File: config.mk
export PLATFORM = sky130hd
export DESIGN_NAME = irq_prio_ctrl
export DESIGN_NICKNAME = d
export VERILOG_FILES = /design/src/rtl/irq_pkg.sv /design/src/rtl/irq_req_latch.sv /design/src/rtl/irq_prio_resolve.sv /design/src/rtl/irq_prio_ctrl.sv
export SDC_FILE = /design/constraint.sdc
export NUM_CORES = 1
export LEC_CHECK = 0
export ABC_AREA = 1
export CAP_MARGIN = 30
export CORE_MARGIN = 3
export CORE_UTILIZATION = 50
export DETAILED_ROUTE_END_ITERATION = 10
export HOLD_SLACK_MARGIN = 0.1
export PLACE_DENSITY = 0.84
export SLEW_MARGIN = 30
export SYNTH_ARGS = -nofsm -noshare
export SYNTH_HDL_FRONTEND = slang
export SYNTH_SLANG_ARGS = --single-unit
File: constraint.sdc
create_clock -name clk -period 2.2 [get_ports clk]
set_input_delay 0.66 -clock clk [delete_from_list [all_inputs] [get_ports clk]]
set_output_delay 0.66 -clock clk [all_outputs]
set_load 0.02 [all_outputs]
File: src/rtl/irq_pkg.sv
package irq_pkg;
    localparam int NUM_SRC = 6;
    localparam int NUM_GRP = NUM_SRC / 2;
    localparam int VEC_W   = $clog2(NUM_SRC);
    localparam int GID_W   = 2;
    localparam int ORD_W   = 3;
    localparam int DATA_W  = 8;
    localparam int ADDR_W  = 2;

    typedef enum logic [ADDR_W-1:0] {
        RA_REQ  = 2'd0,
        RA_MASK = 2'd1,
        RA_PRIO = 2'd2,
        RA_CTRL = 2'd3
    } reg_addr_e;

    typedef enum logic {
        ST_IDLE = 1'b0,
        ST_REQ  = 1'b1
    } irq_state_e;

    typedef struct packed {
        logic [NUM_GRP-1:0] swap;
        logic [ORD_W-1:0]   order;
    } prio_cfg_t;

    // Packed {third, second, first} pair ids for an order code.
    function automatic logic [NUM_GRP*GID_W-1:0] group_rank(input logic [ORD_W-1:0] code);
        logic [NUM_GRP*GID_W-1:0] r;
        case (code)
            3'd1:    r = {2'd1, 2'd2, 2'd0};
            3'd2:    r = {2'd2, 2'd0, 2'd1};
            3'd3:    r = {2'd0, 2'd2, 2'd1};
            3'd4:    r = {2'd1, 2'd0, 2'd2};
            3'd5:    r = {2'd0, 2'd1, 2'd2};
            default: r = {2'd2, 2'd1, 2'd0};
        endcase
        return r;
    endfunction
endpackage

File: src/rtl/irq_req_latch.sv
module irq_req_latch
    import irq_pkg::*;
#(
    parameter int N = NUM_SRC
) (
    input  logic         clk,
    input  logic         rst_n,
    input  logic [N-1:0] src_i,
    input  logic         wr_i,
    input  logic [N-1:0] wdata_i,
    input  logic [N-1:0] clr_i,
    output logic [N-1:0] req_o
);
    logic [N-1:0] req_q;

    always_ff @(posedge clk) begin
        if (!rst_n) begin
            req_q <= '0;
        end else begin
            req_q <= (wr_i ? wdata_i : (req_q & ~clr_i)) | src_i;
        end
    end

    assign req_o = req_q;

    // an event is never lost, whatever else happens that cycle
    a_r10_src_kept: assert property (@(posedge clk) disable iff (!rst_n)
        (|src_i) |=> ((req_o & $past(src_i)) == $past(src_i)));
endmodule

File: src/rtl/irq_prio_resolve.sv
module irq_prio_resolve
    import irq_pkg::*;
#(
    parameter int N = NUM_SRC
) (
    input  logic [N-1:0]     pend_i,
    input  prio_cfg_t        cfg_i,
    output logic             any_o,
    output logic [VEC_W-1:0] vec_o,
    output logic [N-1:0]     grant_o
);
    localparam int G = N / 2;

    logic [G-1:0] gpend;
    logic [G-1:0] gsel;

    for (genvar g = 0; g < G; g++) begin : g_pair
        assign gpend[g] = pend_i[2*g] | pend_i[2*g+1];
        assign gsel[g]  = cfg_i.swap[g] ? pend_i[2*g+1] : ~pend_i[2*g];
    end

    always_comb begin
        logic [G*GID_W-1:0] rank;
        logic [GID_W-1:0]   gid;
        rank  = group_rank(cfg_i.order);
        any_o = 1'b0;
        vec_o = '0;
        for (int k = G - 1; k >= 0; k--) begin
            gid = rank[k*GID_W +: GID_W];
            if (gpend[gid]) begin
                any_o = 1'b1;
                vec_o = VEC_W'({gid, gsel[gid]});
            end
        end
    end

    for (genvar i = 0; i < N; i++) begin : g_grant
        assign grant_o[i] = any_o && (vec_o == VEC_W'(i));
    end

    always_comb begin
        a_r6_grant_onehot: assert ($onehot0(grant_o));
        a_r6_grant_pending: assert ((grant_o & ~pend_i) == '0);
    end
endmodule

File: src/rtl/irq_prio_ctrl.sv
module irq_prio_ctrl
    import irq_pkg::*;
(
    input  logic              clk,
    input  logic              rst_n,
    input  logic [NUM_SRC-1:0] src_evt_i,
    input  logic              reg_wr_i,
    input  logic [ADDR_W-1:0] reg_addr_i,
    input  logic [DATA_W-1:0] reg_wdata_i,
    output logic [DATA_W-1:0] reg_rdata_o,
    output logic              irq_o,
    output logic [VEC_W-1:0]  irq_vec_o,
    input  logic              irq_ack_i
);
    localparam int CFG_W = $bits(prio_cfg_t);

    irq_state_e         state_q, state_d;
    logic [NUM_SRC-1:0] req_q, mask_q, pend, clr, grant;
    prio_cfg_t          cfg_q;
    logic               gen_q;
    logic [VEC_W-1:0]   vec_q, win_vec;
    logic               win_any, ack_take;
    logic               wr_req, wr_mask, wr_prio, wr_ctrl;

    assign wr_req  = reg_wr_i && (reg_addr_i == RA_REQ);
    assign wr_mask = reg_wr_i && (reg_addr_i == RA_MASK);
    assign wr_prio = reg_wr_i && (reg_addr_i == RA_PRIO);
    assign wr_ctrl = reg_wr_i && (reg_addr_i == RA_CTRL);

    assign ack_take = (state_q == ST_REQ) && irq_ack_i;
    assign pend     = req_q & mask_q & {NUM_SRC{gen_q}};

    for (genvar i = 0; i < NUM_SRC; i++) begin : g_clr
        assign clr[i] = ack_take && (vec_q == VEC_W'(i));
    end

    irq_req_latch #(.N(NUM_SRC)) u_req (
        .clk     (clk),
        .rst_n   (rst_n),
        .src_i   (src_evt_i),
        .wr_i    (wr_req),
        .wdata_i (reg_wdata_i[NUM_SRC-1:0]),
        .clr_i   (clr),
        .req_o   (req_q)
    );

    irq_prio_resolve #(.N(NUM_SRC)) u_res (
        .pend_i  (pend),
        .cfg_i   (cfg_q),
        .any_o   (win_any),
        .vec_o   (win_vec),
        .grant_o (grant)
    );

    always_ff @(posedge clk) begin
        if (!rst_n) begin
            mask_q <= '0;
            cfg_q  <= '0;
            gen_q  <= 1'b0;
        end else begin
            if (wr_mask) mask_q <= reg_wdata_i[NUM_SRC-1:0];
            if (wr_prio) cfg_q  <= prio_cfg_t'(reg_wdata_i[CFG_W-1:0]);
            if (wr_ctrl)       gen_q <= reg_wdata_i[0];
            else if (ack_take) gen_q <= 1'b0;
        end
    end

    always_comb begin
        state_d = state_q;
        unique case (state_q)
            ST_IDLE: if (win_any) state_d = ST_REQ;
            ST_REQ: begin
                if (irq_ack_i)         state_d = ST_IDLE;
                else if (!pend[vec_q]) state_d = ST_IDLE;
            end
        endcase
    end

    always_ff @(posedge clk) begin
        if (!rst_n) state_q <= ST_IDLE;
        else        state_q <= state_d;
    end

    always_ff @(posedge clk) begin
        if (!rst_n) begin
            vec_q <= '0;
        end else if (state_q == ST_IDLE && win_any) begin
            vec_q <= win_vec;
        end
    end

    assign irq_o     = (state_q == ST_REQ);
    assign irq_vec_o = vec_q;

    always_comb begin
        unique case (reg_addr_i)
            RA_REQ:  reg_rdata_o = DATA_W'(req_q);
            RA_MASK: reg_rdata_o = DATA_W'(mask_q);
            RA_PRIO: reg_rdata_o = DATA_W'(cfg_q);
            RA_CTRL: reg_rdata_o = DATA_W'(gen_q);
        endcase
    end

    a_r8_vec_stable: assert property (@(posedge clk) disable iff (!rst_n)
        (irq_o && $past(irq_o)) |-> (irq_vec_o == $past(irq_vec_o)));
    a_r9_ack_drops: assert property (@(posedge clk) disable iff (!rst_n)
        (irq_o && irq_ack_i) |=> !irq_o);
    a_r9_ack_clears_en: assert property (@(posedge clk) disable iff (!rst_n)
        (irq_o && irq_ack_i && !wr_ctrl) |=> !gen_q);
    a_r5_rise_needs_en: assert property (@(posedge clk) disable iff (!rst_n)
        $rose(irq_o) |-> $past(gen_q));
    a_r7_vec_range: assert property (@(posedge clk) disable iff (!rst_n)
        irq_o |-> (irq_vec_o < VEC_W'(NUM_SRC)));
    a_r12_idle_ack_ignored: assert property (@(posedge clk) disable iff (!rst_n)
        (!irq_o && irq_ack_i && !reg_wr_i && !(|src_evt_i)) |=> (req_q == $past(req_q)));
endmodule

==> impl_metrics.py <==
metrics = {
    "outcome": {
        "status": "complete, no violations",
    },
    "timing": {
        "max_freq_ghz": 0.491,
        "worst_clock_skew_ns": 0.00472,
        "hold_viol_final": 0,
        "rsz0062_at_grt": "false",
        "setup_viol": 0,
        "setup_tns_ns": 0,
        "min_period_over_period_pct": 92.7,
        "fin_ws_ns": 0.162,
        "min_period_ns": 2.04,
        "slew_violations": 0,
    },
    "worst_setup_path": {
        "crit_path_end_kind": "output pin",
        "crit_cells": 6,
        "cp.arrival_ns": 1.38,
        "critical_path_peak_fanout": 7,
        "rr_endpoint": "irq_vec_o[2]",
        "cp-endpoint": "reg_rdata_o[2]",
        "slowest_delay_ns": 0.16,
        "critPathLaunchType": "input pin",
        "reg2reg_slack_ns": 0.59,
        "critPathBufInv": 3,
        "r2r-start": "gen_q",
        "crit_type": "input pin to output pin",
        "reg2reg_depth": 10,
        "worst_path_max_delay_cell": "buf_4",
        "critical_path.cell_chain": "clkbuf_2 > nor2_1 > buf_4 > nand2_1 > nand3_1 > buf_2",
        "crit_family": "buffers and inverters",
        "crit_start": "reg_addr_i[1]",
        "required_ns": 1.54,
    },
    "power": {
        "finalPower_mw": 0.976,
        "p_leak_nw": 0.893,
        "p_per_area_nw_per_um2": 502,
        "irDropWorstVdd_uv": 318,
    },
    "detailed_routing": {
        "wl_met1_um": 1900,
        "met3_length_um": 213,
        "initialDrtViolationCount": 123,
        "ant_nets": 0,
        "drc_errors": 0,
        "vias": 1783,
        "wl_met2_um": 1930,
        "wire_per_inst_um": 12.2,
        "via_per_inst": 5.32,
        "drt-total-wl_um": 4090,
        "top_layer_used": "met4",
        "dr.pass1.iters": 4,
    },
    "cells_and_area": {
        "nets": 314,
        "register_area_um2": 460,
        "final_common_cell": "nand2_1",
        "antenna_cells": 0,
        "layout_common_cells": "nand2_1 (80), nand3_1 (37), inv_1 (24)",
        "areaGrowthSynthToFinish_pct": 23.0,
        "fillers": 270,
        "multi_input_area_um2": 976,
        "final_util_pct": 67.6,
        "drive_above_1_share_pct": 15.7,
    },
    "logic_synthesis": {
        "synth_ff_type": "dfxtp_1",
        "synth_sequential_area_ratio_pct": 29.1,
        "synthDistinctLibCells": 25,
        "synthesis.area_um2": 1580,
        "synthArstFlopShare_pct": 0,
        "synth-edff-count": 0,
        "syn_avg_cell_area_um2": 6.13,
        "syn-instance-count": 258,
        "ys_ff_latch": 23,
        "yosysWarnings": 0,
    },
    "placement": {
        "io_buffers": 27,
        "dp_slack_ns": -0.705,
        "dpl.hpwl_um": 3260,
        "gp_congestion": 0.882,
    },
    "grt": {
        "grt_overflow": 0,
        "grt_pass1_wl_um": 6910,
        "grt_pass1_vias": 1602,
        "antenna_found_initial": 0,
        "grt_use_total_pct": 21.4,
        "grt_max_degree": 15,
    },
    "clocking": {
        "clk_latency_ns": 0.31,
        "max-clock-path-buffers": 2,
        "clock_sinks": 23,
        "cts_hold_buf": 0,
        "post_cts_buffers": 0,
        "cts-root-buf": "clkbuf_4",
        "path_clk_slew_ns": 0.13,
        "h-tree-depth": 1,
        "numCtsBuffers": 3,
        "cts_tree": "yes",
    },
    "floorplan": {
        "ios": 32,
        "die_area_um2": 3870,
        "core_area_um2": 2880,
        "num_rows": 19,
        "die_x_um": 62.2,
        "die_y_um": 62.2,
        "initial_core_util_pct": 54.9,
    },
    "flow_run": {
        "cap_violations": 0,
    },
    "min_path": {
        "hold_class": "register to register",
    },
}
[metrics by stage]
| stage | hold WS [ns] | cell area, um^2 | instances |
|---|---|---|---|
| final | 0.498 | 1940 | 335 |
| after global placement | 0.477 | 1950 | 331 |
| after global routing | 0.534 | 1940 | 335 |
| after CTS | 0.496 | 1950 | 335 |
| after floorplan | 0.455 | 1580 | 259 |
| after detailed placement | 0.477 | 1950 | 331 |
[worst register-to-register path: cells and delay by family, from the launching register on]
family / cells / cell delay, ns
compound gates: 2 / 0.33
buf+inv: 1 / 0.17
flops: 1 / 0.35
simple gates: 7 / 0.69
[area by class of cell]
cell class | instances | area share [%]
inverter | 28 | 5.41
timing repair buffer | 38 | 16.6
sequential | 23 | 23.7
clock buffer | 4 | 1.35
tap | 42 | 2.70
multi-input combinational | 200 | 50.2
[cell families (layout without fill, tap and decap cells)]
family	count (synthesis)	in the layout	share of synthesized area (%)
other	1	2	0.237
flip-flops	23	23	29.1
AO/OA/AOI/OAI	40	40	14.3
buffers and inverters	36	70	9.34
AND/OR/NAND/NOR	158	158	47.0
[synth_stat cells, types with 2 or more instances]
| master | number | area [um^2] |
|---|---|---|
| o21ai_0 | 12 | 60.1 |
| nand4_1 | 4 | 25.0 |
| nand2_2 | 10 | 62.6 |
| nand2_1 | 80 | 300 |
| inv_2 | 4 | 15.0 |
| a21oi_1 | 17 | 85.1 |
| nand2_4 | 4 | 45.0 |
| a22o_1 | 2 | 17.5 |
| dfxtp_1 | 23 | 460 |
| inv_1 | 24 | 90.1 |
| nor2_1 | 16 | 60.1 |
| clkbuf_1 | 4 | 15.0 |
| a31oi_1 | 6 | 37.5 |
| nand3_1 | 37 | 185 |
| nand3_2 | 3 | 30.0 |
| buf_4 | 3 | 22.5 |
[state kept, by name (all words and copies together), names as in the netlist]
signal,count
u_req.req_o,6
mask_q,6
gen_q,1
cfg_q,6
irq_vec_o,3
irq_o,1
[report_power, final]
part | total (mW) | internal [mW] | switching (mW)
combinational | 0.306 | 0.127 | 0.179
clock | 0.199 | 0.0707 | 0.128
sequential | 0.470 | 0.444 | 0.0264
total | 0.976 | 0.642 | 0.334
[worst min-delay path by stage]
stage	endpoint	from	depth (start not counted)
after CTS	mask_q[4]	mask_q[4]	2
after global placement	mask_q[4]	mask_q[4]	2
after global routing	cfg_q[3]	cfg_q[3]	2
final	cfg_q[3]	cfg_q[3]	2
after floorplan	mask_q[5]	mask_q[5]	2
after detailed placement	mask_q[4]	mask_q[4]	2
[what timing repair did]
| action | 4_1_cts | 5_1_grt |
|---|---|---|
| cloned | 0 | 0 |
| setup endpoints to repair | 6 | 6 |
| resized for setup | 30 | 4 |
[per-layer routing]
layer	GRT usage, %	up-vias
li1	-	915
met1	28.2	805
met2	35.9	57
met3	2.88	6
met4	6.91	0
met5	0	-
Note: power is estimated with default switching activity, not from simulation.
